**src/rtl/omega_pkg.sv**
```systemverilog
// Package: shared types and index helpers for the omega network.
// Assumes port counts are powers of two so a rotation stays in range.
package omega_pkg;

    // Setting chosen by one 2x2 element for one packet.
    typedef enum logic {
        SW_STRAIGHT = 1'b0,
        SW_CROSS    = 1'b1
    } sw_set_e;

    // Perfect shuffle: rotate an nbits-wide index left by one bit.
    function automatic int shuffle_idx(input int idx, input int nbits);
        int msk;
        msk = (1 << nbits) - 1;
        return ((idx << 1) | (idx >> (nbits - 1))) & msk;
    endfunction

endpackage

```
**src/rtl/omega_switch2.sv**
```systemverilog
// Module: omega_switch2
// One 2x2 self-routing element, purely combinational. It examines label
// bit BITSEL of each packet: straight if source and destination agree,
// crossed if they differ. If both inputs want the same output, the
// upper input (index 0) keeps it and the lower packet is dropped.
// Assumes the lower input is the one whose examined source bit is 1.
module omega_switch2
    import omega_pkg::*;
#(
    parameter int NB     = 3,
    parameter int DW     = 8,
    parameter int BITSEL = 2
) (
    input  logic [1:0]                in_v,
    input  logic [1:0][NB-1:0]        in_src,
    input  logic [1:0][NB-1:0]        in_dst,
    input  logic [1:0][DW-1:0]        in_data,
    output logic [1:0]                out_v,
    output logic [1:0][NB-1:0]        out_src,
    output logic [1:0][NB-1:0]        out_dst,
    output logic [1:0][DW-1:0]        out_data,
    output logic                      drop_lo
);

    sw_set_e set_up;
    sw_set_e set_lo;
    logic    req_up;
    logic    req_lo;
    logic    clash;

    // Decide each packet's setting and the output it asks for.
    always_comb begin
        set_up = (in_src[0][BITSEL] == in_dst[0][BITSEL]) ? SW_STRAIGHT : SW_CROSS;
        set_lo = (in_src[1][BITSEL] == in_dst[1][BITSEL]) ? SW_STRAIGHT : SW_CROSS;
        req_up = (set_up == SW_CROSS);
        req_lo = (set_lo == SW_STRAIGHT);
        clash  = in_v[0] && in_v[1] && (req_up == req_lo);
    end

    // Steer the surviving packets onto their requested outputs.
    always_comb begin
        out_v    = '0;
        out_src  = '0;
        out_dst  = '0;
        out_data = '0;
        if (in_v[0]) begin
            out_v[req_up]    = 1'b1;
            out_src[req_up]  = in_src[0];
            out_dst[req_up]  = in_dst[0];
            out_data[req_up] = in_data[0];
        end
        if (in_v[1] && !clash) begin
            out_v[req_lo]    = 1'b1;
            out_src[req_lo]  = in_src[1];
            out_dst[req_lo]  = in_dst[1];
            out_data[req_lo] = in_data[1];
        end
    end

    assign drop_lo = clash;

endmodule

```
**src/rtl/omega_stage.sv**
```systemverilog
// Module: omega_stage
// One column: perfect shuffle of P lines, P/2 elements examining bit
// (NB-1-STG), and a per-source drop vector merged with the one arriving
// from upstream. PIPE=1 registers the column; PIPE=0 leaves it open.
// Assumes P = 2**NB.
module omega_stage
    import omega_pkg::*;
#(
    parameter int P    = 8,
    parameter int NB   = 3,
    parameter int DW   = 8,
    parameter int STG  = 0,
    parameter int PIPE = 1
) (
    input  logic                       clk,
    input  logic                       rst_n,
    input  logic [P-1:0]               up_v,
    input  logic [P-1:0][NB-1:0]       up_src,
    input  logic [P-1:0][NB-1:0]       up_dst,
    input  logic [P-1:0][DW-1:0]       up_data,
    input  logic [P-1:0]               up_blk,
    output logic [P-1:0]               dn_v,
    output logic [P-1:0][NB-1:0]       dn_src,
    output logic [P-1:0][NB-1:0]       dn_dst,
    output logic [P-1:0][DW-1:0]       dn_data,
    output logic [P-1:0]               dn_blk
);

    localparam int NSW    = P / 2;
    localparam int BITSEL = NB - 1 - STG;

    logic [P-1:0]         sh_v;
    logic [P-1:0][NB-1:0] sh_src;
    logic [P-1:0][NB-1:0] sh_dst;
    logic [P-1:0][DW-1:0] sh_data;
    logic [P-1:0]         sw_v;
    logic [P-1:0][NB-1:0] sw_src;
    logic [P-1:0][NB-1:0] sw_dst;
    logic [P-1:0][DW-1:0] sw_data;
    logic [NSW-1:0]       drop;
    logic [P-1:0]         nxt_blk;

    // Perfect-shuffle wiring in front of the element column.
    always_comb begin
        sh_v    = '0;
        sh_src  = '0;
        sh_dst  = '0;
        sh_data = '0;
        for (int k = 0; k < P; k++) begin
            sh_v[shuffle_idx(k, NB)]    = up_v[k];
            sh_src[shuffle_idx(k, NB)]  = up_src[k];
            sh_dst[shuffle_idx(k, NB)]  = up_dst[k];
            sh_data[shuffle_idx(k, NB)] = up_data[k];
        end
    end

    // Column of 2x2 elements on line pairs (2i, 2i+1).
    for (genvar sw = 0; sw < NSW; sw++) begin : g_sw
        omega_switch2 #(
            .NB     (NB),
            .DW     (DW),
            .BITSEL (BITSEL)
        ) u_sw (
            .in_v     (sh_v[2*sw+1:2*sw]),
            .in_src   (sh_src[2*sw+1:2*sw]),
            .in_dst   (sh_dst[2*sw+1:2*sw]),
            .in_data  (sh_data[2*sw+1:2*sw]),
            .out_v    (sw_v[2*sw+1:2*sw]),
            .out_src  (sw_src[2*sw+1:2*sw]),
            .out_dst  (sw_dst[2*sw+1:2*sw]),
            .out_data (sw_data[2*sw+1:2*sw]),
            .drop_lo  (drop[sw])
        );
    end

    // Mark the source of every packet dropped in this column.
    always_comb begin
        nxt_blk = up_blk;
        for (int sw = 0; sw < NSW; sw++) begin
            if (drop[sw]) nxt_blk[sh_src[2*sw+1]] = 1'b1;
        end
    end

    if (PIPE != 0) begin : g_reg
        // Column register; reset clears valids and drop flags.
        always_ff @(posedge clk) begin
            if (!rst_n) begin
                dn_v    <= '0;
                dn_src  <= '0;
                dn_dst  <= '0;
                dn_data <= '0;
                dn_blk  <= '0;
            end else begin
                dn_v    <= sw_v;
                dn_src  <= sw_src;
                dn_dst  <= sw_dst;
                dn_data <= sw_data;
                dn_blk  <= nxt_blk;
            end
        end
    end else begin : g_comb
        // Unregistered column: pass the element outputs through.
        always_comb begin
            dn_v    = sw_v;
            dn_src  = sw_src;
            dn_dst  = sw_dst;
            dn_data = sw_data;
            dn_blk  = nxt_blk;
        end
    end

endmodule

```
**src/rtl/omega_net.sv**
```systemverilog
// Module: omega_net
// Top of the self-routing omega network: log2(P) shuffle-plus-element
// columns in a chain. The source label is taken from the input port
// number. A delivered packet leaves on the port equal to its destination
// label; a dropped one raises blocked at its source index in the cycle
// it would have been delivered. Assumes P is a power of two, P >= 2.
module omega_net #(
    parameter int P    = 8,
    parameter int DW   = 8,
    parameter int PIPE = 1
) (
    input  logic                        clk,
    input  logic                        rst_n,
    input  logic [P-1:0]                in_valid,
    input  logic [P*$clog2(P)-1:0]      in_dst,
    input  logic [P*DW-1:0]             in_data,
    output logic [P-1:0]                out_valid,
    output logic [P*$clog2(P)-1:0]      out_src,
    output logic [P*DW-1:0]             out_data,
    output logic [P-1:0]                blocked
);

    localparam int NB = $clog2(P);

    logic [NB:0][P-1:0]         ch_v;
    logic [NB:0][P-1:0][NB-1:0] ch_src;
    logic [NB:0][P-1:0][NB-1:0] ch_dst;
    logic [NB:0][P-1:0][DW-1:0] ch_data;
    logic [NB:0][P-1:0]         ch_blk;

    // Head of the chain: unpack the inputs and stamp the source labels.
    for (genvar k = 0; k < P; k++) begin : g_head
        assign ch_v[0][k]    = in_valid[k];
        assign ch_src[0][k]  = NB'(k);
        assign ch_dst[0][k]  = in_dst[k*NB +: NB];
        assign ch_data[0][k] = in_data[k*DW +: DW];
        assign ch_blk[0][k]  = 1'b0;
    end

    // Column chain; column s examines label bit NB-1-s.
    for (genvar s = 0; s < NB; s++) begin : g_col
        omega_stage #(
            .P    (P),
            .NB   (NB),
            .DW   (DW),
            .STG  (s),
            .PIPE (PIPE)
        ) u_col (
            .clk     (clk),
            .rst_n   (rst_n),
            .up_v    (ch_v[s]),
            .up_src  (ch_src[s]),
            .up_dst  (ch_dst[s]),
            .up_data (ch_data[s]),
            .up_blk  (ch_blk[s]),
            .dn_v    (ch_v[s+1]),
            .dn_src  (ch_src[s+1]),
            .dn_dst  (ch_dst[s+1]),
            .dn_data (ch_data[s+1]),
            .dn_blk  (ch_blk[s+1])
        );
    end

    // Tail of the chain: flatten onto the output ports.
    for (genvar j = 0; j < P; j++) begin : g_tail
        assign out_src[j*NB +: NB]  = ch_src[NB][j];
        assign out_data[j*DW +: DW] = ch_data[NB][j];
    end
    assign out_valid = ch_v[NB];
    assign blocked   = ch_blk[NB];

endmodule

```
**config.mk**
```make
export PLATFORM = sky130hd
export DESIGN_NAME = omega_net
export DESIGN_NICKNAME = d
export VERILOG_FILES = /design/src/rtl/omega_pkg.sv /design/src/rtl/omega_switch2.sv /design/src/rtl/omega_stage.sv /design/src/rtl/omega_net.sv
export SDC_FILE = /design/constraint.sdc
export NUM_CORES = 1
export LEC_CHECK = 0
export BUFFER_PORTS_ARGS = -buffer_cell sky130_fd_sc_hd__buf_2
export CORE_AREA = 5 5 221 223
export CTS_BUF_LIST = sky130_fd_sc_hd__clkbuf_8
export CTS_CLUSTER_SIZE = 24
export DETAILED_ROUTE_END_ITERATION = 6
export DIE_AREA = 0 0 226 228
export MAX_ROUTING_LAYER = met4
export PLACE_DENSITY = 0.5
export SLEW_MARGIN = 40
export SYNTH_ARGS = -nofsm -noshare
export SYNTH_HDL_FRONTEND = slang
export SYNTH_SLANG_ARGS = --single-unit
```
**constraint.sdc**
```tcl
create_clock -name clk -period 2.7 [get_ports clk]
set_input_delay 0.135 -clock clk [delete_from_list [all_inputs] [get_ports clk]]
set_output_delay 0.135 -clock clk [all_outputs]
set_load 0.01 [all_outputs]
```
Word-level counts from Yosys, hierarchy flattened
Cells that the tools add are included.
{ "word_totals": {"regBits": 344, "latchBits": 0, "ramBits": 0, "romBits": 0, "word_cells": 598, "n_memories": 0} }
{ "op_classes": {"addsub": 0, "multipliers": 0, "n_div": 0, "n_lt_le_gt_ge": 64, "n_eq_ne": 28, "shifts": 0, "mux": 298, "bitwise_logic": 55, "reduce_logical": 81} }
{ "ops": {"columns": ["cell", "count"], "rows": [
  ["$mux W16", 24],
  ["$mux W8", 33],
  ["$and A16 B16 Y16", 12],
  ["$bwmux W16", 12],
  ["$demux W8 S1", 24],
  ["$mux W6", 32],
  ["$and A6 B6 Y6", 16],
  ["$bwmux W6", 16],
  ["$demux W3 S1", 24],
  ["$mux W3", 24],
  ["$logic_and A1 B1 Y1", 68],
  ["$or A8 B8 Y8", 8],
  ["$lt A1 B2 Y1 const B", 24],
  ["$mux W2", 24],
  ["$mux W1", 44],
  ["$lt A3 B4 Y1 const B", 8],
  ["$eq A1 B1 Y1", 28],
  ["$demux W1 S1", 24],
  ["$demux W1 S3", 8],
  ["$ge A1 B1 Y1 const B", 24],
  ["$ge A3 B1 Y1 const B", 8],
  ["$or A2 B2 Y2", 12],
  ["$mux W4", 5],
  ["$mux W5", 3],
  ["other kinds (7)", 21]
]} }

Logic depth before layout (Yosys ltp)
Gate-level depths: netlist of the first run.
{ "depth": {"ltp_word": 12, "ltp_mapped": 7} }

By module
From an unflattened synthesis of the first run, not the netlist that was laid out.
{ "hier_totals": {"cells_unflattened": 1646, "area_unflattened_um2": 16972.5} }
{ "by_module_without_submodules": {"columns": ["mod", "instances", "cells_per_inst", "area_per_inst_um2", "seq_area_each_um2"], "rows": [
  ["omega_stage at g_col[0].u_col ...", 2, 312, 3761.1, 2562.5],
  ["omega_switch2", 12, 59, 473.0, 0.0],
  ["omega_stage at g_col[2].u_col", 1, 312, 3767.4, 2562.5],
  ["omega_net", 1, 2, 7.5, 0.0]
]} }

Worst setup path after synthesis of the first run
OpenSTA, ideal clock, no wires.
{ "synth_path": {"path_type": "register to register", "from": "reg g_col[1].u_col.dn_src[21] (netlist name)", "to": "reg g_col[2].u_col.dn_data[56] (netlist name)", "setup_time_ps": 114, "arrival_time_ps": 1395, "t_required_ps": 2586, "slack_ps": 1190, "stages_incl_launch_ff": 8, "n_path_buf": 3, "synth_period_minus_slack_ps": 1510, "cell_sequence": "dfxtp_1 buf_6 xor2_1 or3b_1 clkbuf_1 buf_2 mux2i_1 nor2_1"} }
{ "synth_via": {"elab_chain_cells": 7, "elab_cells_between_ends": 12, "classes_between": "2 x order compare; 2 x eq/ne; 4 x mux; 4 x reduce/logical"} }
{ "synth_rtl": {"columns": ["element", "line_no", "rtl"], "rows": [
  ["start, declared", "omega_stage.sv:23", "output logic [P-1:0][NB-1:0] dn_src,"],
  ["start signal, assigned", "omega_stage.sv:95", "dn_src <= sw_src;"],
  ["$eq A1 B1 Y1 *", "omega_switch2.sv:34", "set_lo = (in_src[1][BITSEL] == in_dst[1][BITSEL]) ? SW_STRAIGHT : SW_CROSS;"],
  ["$lt A1 B2 Y1 (implied by the code) or $ge A1 B1 Y1 (tied branches)", "omega_switch2.sv:56", "out_data[req_lo] = in_data[1];"],
  ["$logic_and A1 B1 Y1 (implied by the code)", "omega_switch2.sv:56", null],
  ["$mux W8 (implied by the code)", "omega_switch2.sv:56", null],
  ["$demux W8 S1", "omega_switch2.sv:56", null],
  ["$bwmux W16", "omega_switch2.sv:56", null],
  ["$mux W16 *", "omega_switch2.sv:52", "if (in_v[1] && !clash) begin"],
  ["end signal, assigned", "omega_stage.sv:97", "dn_data <= sw_data;"],
  ["end, declared", "omega_stage.sv:25", "output logic [P-1:0][DW-1:0] dn_data,"]
]} }
Mark *: on every way between the ends. The rest lies on a longest branch, timed or not.
A chain may end at the register's enable or synchronous reset.

==> impl_metrics.csv, run 1 <==
group,metric,value,unit
run_status,status,"finished, final reports clean",
route,avgViaCountPerCell,4.43,
global_route,track_usage,14.6,%
yosys,ys_ff_latch,312,
yosys,synth_seq_area_share,54.4,%
yosys,synthArstFlopShare,0,%
final_layout,fin_area,14900,µm²
worst_hold_path,whs_path_depth,3,
sta,tightest_slew,829,ps
placement,place_congestion,0.866,
route,vias,8744,
sta,fmax,0.479,GHz
final_layout,drive_gt1_share,23.5,%
final_layout,synthToLayoutAreaGrowth,30.0,%
placement,dpl_cell_area,12300,µm²
critical_path,crit_type,"input pin to flop",
worst_hold_path,min_to,"g_col[0].u_col.dn_v[0]",
critical_path,crit_path_cell_trace,"dlygate4sd3_1 -> buf_4 -> buf_4 -> nand2_1 -> nor3_1 -> buf_4 -> a32o_1 -> dlygate4sd3_1",
yosys,synthSimpleGateAreaFrac,12.5,%
power,vdd_ir_drop_max,0.000315,V
final_layout,layout.cells.non_filler,1973,
yosys,synth_compound_area_share,15.1,%
route,wl,37800,µm
sta,fin_hold_ws,45.4,ps
global_route,grt_start_max_net_pins,48,
sta,finalSetupTns,0,ps
global_route,grt_pass1_vias,9053,
critical_path,required,3200,ps
yosys,syn_area_per_cell,10.7,µm²
critical_path,crit_path_start_kind,"input pin",
yosys,synth_fa_ha_area_share,0,%
critical_path,r2r_slack,750,ps
floorplan,start_util,24.8,%
yosys,yosys.cell_count.top_type,"dfxtp_1",
sta,post-route-period-util,77.3,%
route,drtAntennaViolNets,0,
global_route,grt_pass1_wl,56300,µm
critical_path,cp_slowest_cell,"dlygate4sd3_1",
route,drtPass1Iterations,5,
critical_path,r2r-end,"g_col[2].u_col.dn_data[52]",
final_layout,fin_nets,1413,
floorplan,core,46400,µm²
yosys,synth.area.mux_share,6.97,%
route,first_iter_violations,600,
sta,max_slew_margin,44.5,%
cts,cts.sinks,312,
sta,worst_slack,613,ps
global_route,grt_antenna_before_repair,9,
placement,hpwl,29200,µm
yosys,synth_warnings,0,
route,wl_per_cell,19.2,µm
yosys,synth_top_area_share,54.4,%
cts,clock_latency,590,ps
placement,io_buffers,201,
critical_path,path_max_fanout,28,
yosys,synth_xor_area_share,1.35,%
yosys,ys.flop_type,"dfxtp_1",
critical_path,rr_startpoint,"g_col[1].u_col.dn_src[21]",
flow_run,drv_cap,0,
yosys,netlist_top_cells_count,"dfxtp_1 (312), buf_4 (104), nor2_1 (102)",
floorplan,die_area,51500,µm²
yosys,synth_top_cell_by_area,"dfxtp_1",
cts,cts_buffers,50,
sta,setup_viol,0,
sta,min_period,2090,ps
yosys,postSynthCellCount,1072,
worst_hold_path,min_from,"in_dst[2]",
sta,drv_slew,0,
critical_path,crit_top_cell,"buf_4",
route,remaining_drc_errors,0,
placement,dp_cells,1727,
cts,cts_tree,"built",
cts,cts.clk_slew.worst_paths,60,ps
critical_path,slowest_delay,560,ps
cts,cts_buffer_depth,3,
floorplan,die_y,228,µm
placement,dp_worst_setup_slack,766,ps
floorplan,rows,79,
cts,cts_max_level,2,
worst_hold_path,hold_class,"input pin to flop",
sta,clock_skew,23.1,ps
critical_path,endpoint_kind,"flop",
sta,final_hold_viol_count,0,
yosys,synthTopCellsByArea,"dfxtp_1 (54%), mux2i_1 (7.0%), buf_4 (6.8%)",
yosys,synth_top_family_by_area,"compound AO/OA/AOI/OAI gates",
yosys,synth_cell_types,51,
floorplan,io_pins,202,
yosys,synth_edf_count,0,
power,powerDensity,667,nW/µm²
yosys,syn-cell-area,11500,µm²
critical_path,worstPathArrival,2590,ps
power,power_leakage,6.70,nW
floorplan,die-width,226,µm
sta,rsz0062_at_grt,"false",
critical_path,reg2reg_depth,4,
cts,cts_root_buf,"clkbuf_8",
global_route,grt-ovfl-total,0,
## metrics by stage
step,total power [W],utilization (%)
finish,0.00995,32.2
global route,0.0103,32.2
CTS,0.0101,32.1
detailed placement,0.00538,26.6
global placement,0.00538,26.6
floorplan,0.00515,-
## final cells by class
cell class                      instances  area [µm²]
Tap cell                              607         759
Clock buffer                           67         922
Inverter                               10        37.5
Fill cell                            4703       31400
Multi-Input combinational cell        579        4130
Antenna cell                           10        25.0
Clock inverter                         26         220
Timing Repair Buffer                  362        2580
Sequential cell                       312        6250
## timing repair
item | 4_1_cts | 5_1_grt
buffers inserted | 0 | 0
endpoints found under the hold margin | 95 | 0
hold buffers | 142 | 0
resized for setup | 0 | 0
## worst max-delay path, delay by kind of cell
kind / cells / cell delay [ps]
simple gates: 2 / 320
compound gates: 1 / 140
buf+inv: 5 / 1990
## placed cells by master (no fill, tap or decap), types with 18 or more instances in the layout
| master | n |
|---|---|
| mux2i_1 | 80 |
| inv_1 | 20 |
| dfxtp_1 | 312 |
| nor2b_1 | 42 |
| a22o_1 | 89 |
| clkbuf_8 | 67 |
| nor2_1 | 102 |
| a32o_1 | 39 |
| buf_4 | 18 |
| nand2_1 | 34 |
| buf_2 | 200 |
| dlygate4sd3_1 | 142 |
| a22oi_1 | 27 |
## metal layers
layer / wire length, µm / GRT usage [%]
met3: 1950 / 2.79
met1: 17400 / 19.0
met2: 18000 / 23.6
met4: 556 / 3.22
met5: 0 / -
## logic make-up (layout without fill, tap and decap cells)
| group | after synthesis | after routing |
|---|---|---|
| compound gates | 201 | 201 |
| xor+xnor | 16 | 16 |
| buf+inv | 182 | 465 |
| flops | 312 | 312 |
| mux | 80 | 80 |
| other cells | 1 | 12 |
| simple gates | 280 | 280 |
## registers in the layout, summed over array words and instances, names as in the netlist
name and cells:
g_col.u_col.dn_blk 20, g_col.u_col.dn_data 192, g_col.u_col.dn_src 53, g_col.u_col.dn_v 23
g_col.u_col.dn_dst 24
## how the worst max path moves through the flow
stage                              startpoint  cells past startpoint                    endpoint
global placement    g_col[1].u_col.dn_src[15]                      4  g_col[2].u_col.dn_data[21]
global route                            rst_n                      8   g_col[0].u_col.dn_data[2]
detailed placement  g_col[1].u_col.dn_src[21]                      4  g_col[2].u_col.dn_data[52]
CTS                                     rst_n                      6   g_col[0].u_col.dn_dst[15]
floorplan           g_col[1].u_col.dn_src[21]                      7  g_col[2].u_col.dn_data[56]
finish                                  rst_n                      8   g_col[0].u_col.dn_data[4]
## where the power goes
part | internal (W) | total (W) | leakage [nW] | switching, W
clock network | 0.00261 | 0.00450 | 0.635 | 0.00190
logic | 0.000336 | 0.000641 | 3.53 | 0.000305
registers | 0.00471 | 0.00481 | 2.53 | 0.0000921
total | 0.00766 | 0.00995 | 6.70 | 0.00229
(Power assumes the default switching activity.)
==> run 2, diff against run 1 <==
clock period = 2.05 ns   (was 2.7 ns; I/O delays follow)
==> impl_metrics.csv, run 2 (synthesis gave the netlist of run 1 again) <==
group,metric,value,unit
route,wl,38000,µm
global_route,grt_pass1_vias,9206,
critical_path,crit_type,"input pin to flop",
sta,min_period,1990,ps
floorplan,die-width,226,µm
sta,finalSetupTns,0,ps
sta,worst_slack,57.3,ps
power,powerDensity,818,nW/µm²
placement,place_congestion,0.882,
critical_path,crit_path_cell_trace,"dlygate4sd3_1 -> buf_2 -> nand3_1 -> a21oi_1 -> dlygate4sd3_1 -> buf_4 -> a22o_1 -> dlygate4sd3_1",
floorplan,die_y,228,µm
final_layout,final_cell_mix,"dfxtp_1 (312), buf_2 (200), dlygate4sd3_1 (145), nor2_1 (102), a22o_1 (89)",
global_route,track_usage,14.7,%
sta,setup_viol,0,
floorplan,core,46400,µm²
route,first_iter_violations,525,
route,avgViaCountPerCell,4.46,
critical_path,required,2510,ps
floorplan,io_pins,202,
cts,cts.sinks,312,
critical_path,critical_path_buf_inv_count,5,
placement,io_buffers,201,
placement,dp_worst_setup_slack,417,ps
final_layout,top_register,"g_col.u_col.dn_data",
final_layout,drive_gt1_share,23.0,%
cts,cts_max_level,2,
route,drtPass1Iterations,5,
cts,cts_buffers,49,
critical_path,crit_top_cell,"dlygate4sd3_1",
final_layout,largest_reg_flops,192,
sta,max_slew_margin,55.1,%
cts,cts_buffer_depth,3,
sta,clock_skew,25.8,ps
critical_path,path_max_fanout,12,
sta,fmax,0.502,GHz
sta,final_hold_viol_count,0,
sta,fin_hold_ws,50.8,ps
global_route,grt_pass1_wl,57000,µm
worst_hold_path,hold_class,"input pin to flop",
critical_path,slowest_delay,560,ps
cts,ctsResizeCount,0,
final_layout,synthToLayoutAreaGrowth,29.1,%
final_layout,fin_nets,1427,
sta,drv_slew,0,
global_route,grt-ovfl-total,0,
final_layout,layout_commonest_cell,"dfxtp_1",
power,power_leakage,6.68,nW
cts,cts_root_buf,"clkbuf_8",
placement,hpwl,29100,µm
run_status,status,"finished, final reports clean",
floorplan,start_util,24.8,%
critical_path,crit_family,"buffers and inverters",
sta,rsz0062_at_grt,"false",
sta,tightest_slew,671,ps
global_route,grt_start_max_net_pins,59,
route,remaining_drc_errors,0,
cts,cts_tree,"built",
route,vias,8815,
final_layout,top_regs,"g_col.u_col.dn_data x192, g_col.u_col.dn_src x53, g_col.u_col.dn_dst x24",
route,wl_per_cell,19.2,µm
sta,post-route-period-util,97.2,%
global_route,grt_antenna_before_repair,10,
critical_path,worstPathArrival,2450,ps
power,vdd_ir_drop_max,0.000344,V
floorplan,die_area,51500,µm²
cts,cts.clk_slew.worst_paths,70,ps
floorplan,rows,79,
cts,clock_latency,580,ps
route,drtAntennaViolNets,0,
flow_run,drv_cap,0,
critical_path,endpoint_kind,"flop",
critical_path,crit_path_start_kind,"input pin",
critical_path,cp_slowest_cell,"dlygate4sd3_1",
run 2: cell count changes in the layout (fill, tap and decap cells not counted), moves of 3 or more:
cell	before	now
inv_1	20	27
clkbuf_8	67	56
dlygate4sd3_1	142	145
clkinv_2	11	7
bufinv_16	4	1
buf_4	18	30
run 2: tightest hold or removal path, stage by stage:
cell and delay, ps:
buf_2 100, nand2_1 50, nor3_1 130, a21oi_1 110, nor2b_1 110
run 2: power by group:
group          switching, W  internal [W]
Sequential         0.000118       0.00621
Combinational      0.000415      0.000455
Clock               0.00233       0.00260
run 2: what timing repair did:
action / 4_1_cts / 5_1_grt
hold endpoints to repair: 102 / 0
hold buffers: 145 / 0
buffers inserted: 0 / 0
run 2: final cells by class:
cell class | instances | area [µm²]
Fill cell | 4710 | 31500
Sequential cell | 312 | 6250
Multi-Input combinational cell | 579 | 4140
Timing Repair Buffer | 377 | 2720
Clock buffer | 56 | 771
Tap cell | 607 | 759
Clock inverter | 26 | 136
Inverter | 10 | 37.5
Antenna cell | 10 | 25.0
run 2: stage by stage:
stage | cell area, µm² | instances | power [W] | utilization, %
2_1_floorplan | 11500 | 1073 | 0.00678 | -
3_3_place_gp | 12400 | 1740 | 0.00710 | 26.8
3_5_place_dp | 12400 | 1740 | 0.00711 | 26.8
4_1_cts | 14800 | 1967 | 0.0123 | 31.9
5_1_grt | 14800 | 1977 | 0.0127 | 32.0
6_report | 14800 | 1977 | 0.0121 | 32.0
run 2: metal layers:
layer  vias up  share of wire, %  track usage (%)
met3        40               5.0             2.76
li1       4201                 -                -
met4         0               1.7             3.54
met5         -                 0                -
met2       249                47             23.5
met1      4325                46             19.4
run 2: final timing paths:
path / from / cells past startpoint / end / slack [ps]
setup / recovery: in_dst[20] / 8 / g_col[0].u_col.dn_data[47] / 60
hold / removal: in_valid[5] / 5 / g_col[0].u_col.dn_data[23] / 50
setup reg to reg: g_col[1].u_col.dn_src[21] / 4 / g_col[2].u_col.dn_blk[2] / 370
hold reg to reg: g_col[0].u_col.dn_blk[4] / 1 / g_col[1].u_col.dn_blk[4] / 450
==> run 3, diff against run 2 <==
clock period = 2.3 ns   (was 2.05 ns; I/O delays follow)
==> impl_metrics.csv, run 3 (synthesis gave the netlist of run 1 again) <==
group,metric,value,unit
run_status,status,"finished, final reports clean",
critical_path,path_max_fanout,13,
cts,clock_latency,580,ps
cts,cts_root_buf,"clkbuf_8",
route,vias,8778,
final_layout,drive_gt1_share,23.4,%
cts,cts.clk_slew.worst_paths,70,ps
global_route,grt_antenna_before_repair,10,
final_layout,layout_commonest_cell,"dfxtp_1",
placement,io_buffers,201,
route,wl,37900,µm
final_layout,top_regs,"g_col.u_col.dn_data x192, g_col.u_col.dn_src x53, g_col.u_col.dn_dst x24",
route,drtPass1Iterations,5,
flow_run,drv_cap,0,
final_layout,fillers,4705,
power,power_leakage,6.68,nW
critical_path,crit_path_cell_trace,"dlygate4sd3_1 -> buf_2 -> and2_1 -> and3b_1 -> a21oi_1 -> dlygate4sd3_1 -> nor3b_1 -> dlygate4sd3_1",
global_route,track_usage,14.6,%
cts,cts_tree,"built",
cts,cts.sinks,312,
sta,setup_viol,0,
critical_path,cp_slowest_cell,"dlygate4sd3_1",
critical_path,crit_type,"input pin to flop",
sta,tightest_slew,812,ps
critical_path,worstPathArrival,2740,ps
sta,post-route-period-util,96.6,%
global_route,grt_pass1_wl,56300,µm
sta,fmax,0.450,GHz
floorplan,rows,79,
sta,drv_slew,0,
route,drtAntennaViolNets,0,
final_layout,regArea,6250,µm²
global_route,grt_pass1_vias,9020,
sta,fin_hold_ws,65.5,ps
cts,cts_buffers,50,
sta,max_slew_margin,45.6,%
critical_path,endpoint_kind,"flop",
floorplan,core,46400,µm²
sta,clock_skew,22.0,ps
sta,final_hold_viol_count,0,
final_layout,fin_nets,1420,
floorplan,start_util,24.8,%
critical_path,required,2810,ps
final_layout,synthToLayoutAreaGrowth,29.5,%
power,powerDensity,752,nW/µm²
critical_path,crit_top_cell,"dlygate4sd3_1",
route,first_iter_violations,550,
final_layout,top_register,"g_col.u_col.dn_data",
sta,finalSetupTns,0,ps
worst_hold_path,hold_class,"input pin to flop",
global_route,grt_start_max_net_pins,54,
global_route,grt-ovfl-total,0,
sta,min_period,2220,ps
route,wl_per_cell,19.2,µm
final_layout,final_cell_mix,"dfxtp_1 (312), buf_2 (200), dlygate4sd3_1 (143), nor2_1 (102), a22o_1 (89)",
critical_path,critical_path_buf_inv_count,4,
final_layout,layout.cells.non_filler,1978,
floorplan,die_y,228,µm
cts,ctsResizeCount,0,
power,vdd_ir_drop_max,0.000409,V
placement,place_congestion,0.893,
placement,hpwl,29000,µm
floorplan,die_area,51500,µm²
critical_path,slowest_delay,590,ps
critical_path,crit_family,"buffers and inverters",
cts,post-cts-setup-buffers,0,
sta,rsz0062_at_grt,"false",
final_layout,utilization,32.1,%
final_layout,largest_reg_flops,192,
route,remaining_drc_errors,0,
placement,dp_cells,1734,
final_layout,multiInputGateArea,4130,µm²
cts,cts_buffer_depth,3,
cts,cts_max_level,2,
route,avgViaCountPerCell,4.44,
critical_path,crit_path_start_kind,"input pin",
floorplan,die-width,226,µm
floorplan,io_pins,202,
## run 3: worst register-to-register path: stages, from the launching register on
cell and delay (ps):
dfxtp_1 470, xor2_1 130, or3b_1 660, a21bo_1 430, nor2_1 140
## run 3: repair_timing
item,4_1_cts,5_1_grt
setup endpoints to repair,0,0
hold buffers,143,0
hold endpoints to repair,91,0
## run 3: per-layer routing
layer / part of all wire (%) / up-vias / global-route usage (%)
met5: 0 / - / -
met4: 1.8 / 0 / 3.73
met3: 5.4 / 45 / 2.65
met2: 47 / 281 / 23.4
met1: 46 / 4259 / 19.2
li1: - / 4193 / -
## run 3: area by class of cell
class | instances | share of cell area (%)
timing repair buffer | 369 | 17.8
clock inverter | 22 | 0.648
sequential | 312 | 42.0
tap | 607 | 5.11
inverter | 10 | 0.252
multi-input combinational | 579 | 27.8
antenna | 11 | 0.185
clock buffer | 68 | 6.29
## run 3: report_power, final
group / internal [W] / switching (W)
logic: 0.000400 / 0.000363
registers: 0.00554 / 0.000108
clock network: 0.00263 / 0.00216
total: 0.00856 / 0.00263
## run 3: worst paths after layout
check / start / endpoint / slack, ps / cells after the start
max: in_valid[0] / g_col[0].u_col.dn_data[15] / 80 / 8
min: in_valid[5] / g_col[0].u_col.dn_src[8] / 70 / 4
max reg2reg: g_col[1].u_col.dn_src[21] / g_col[2].u_col.dn_data[57] / 400 / 4
min reg2reg: g_col[0].u_col.dn_blk[4] / g_col[1].u_col.dn_blk[4] / 450 / 1
## run 3: per-stage QoR
stage / worst slack (ps) / cell area, µm² / power (W)
finish: 78.9 / 14900 / 0.0112
global route: 25.9 / 14900 / 0.0117
CTS: 175 / 14800 / 0.0113
detailed placement: 419 / 12400 / 0.00633
global placement: 454 / 12400 / 0.00632
floorplan: 790 / 11500 / 0.00605
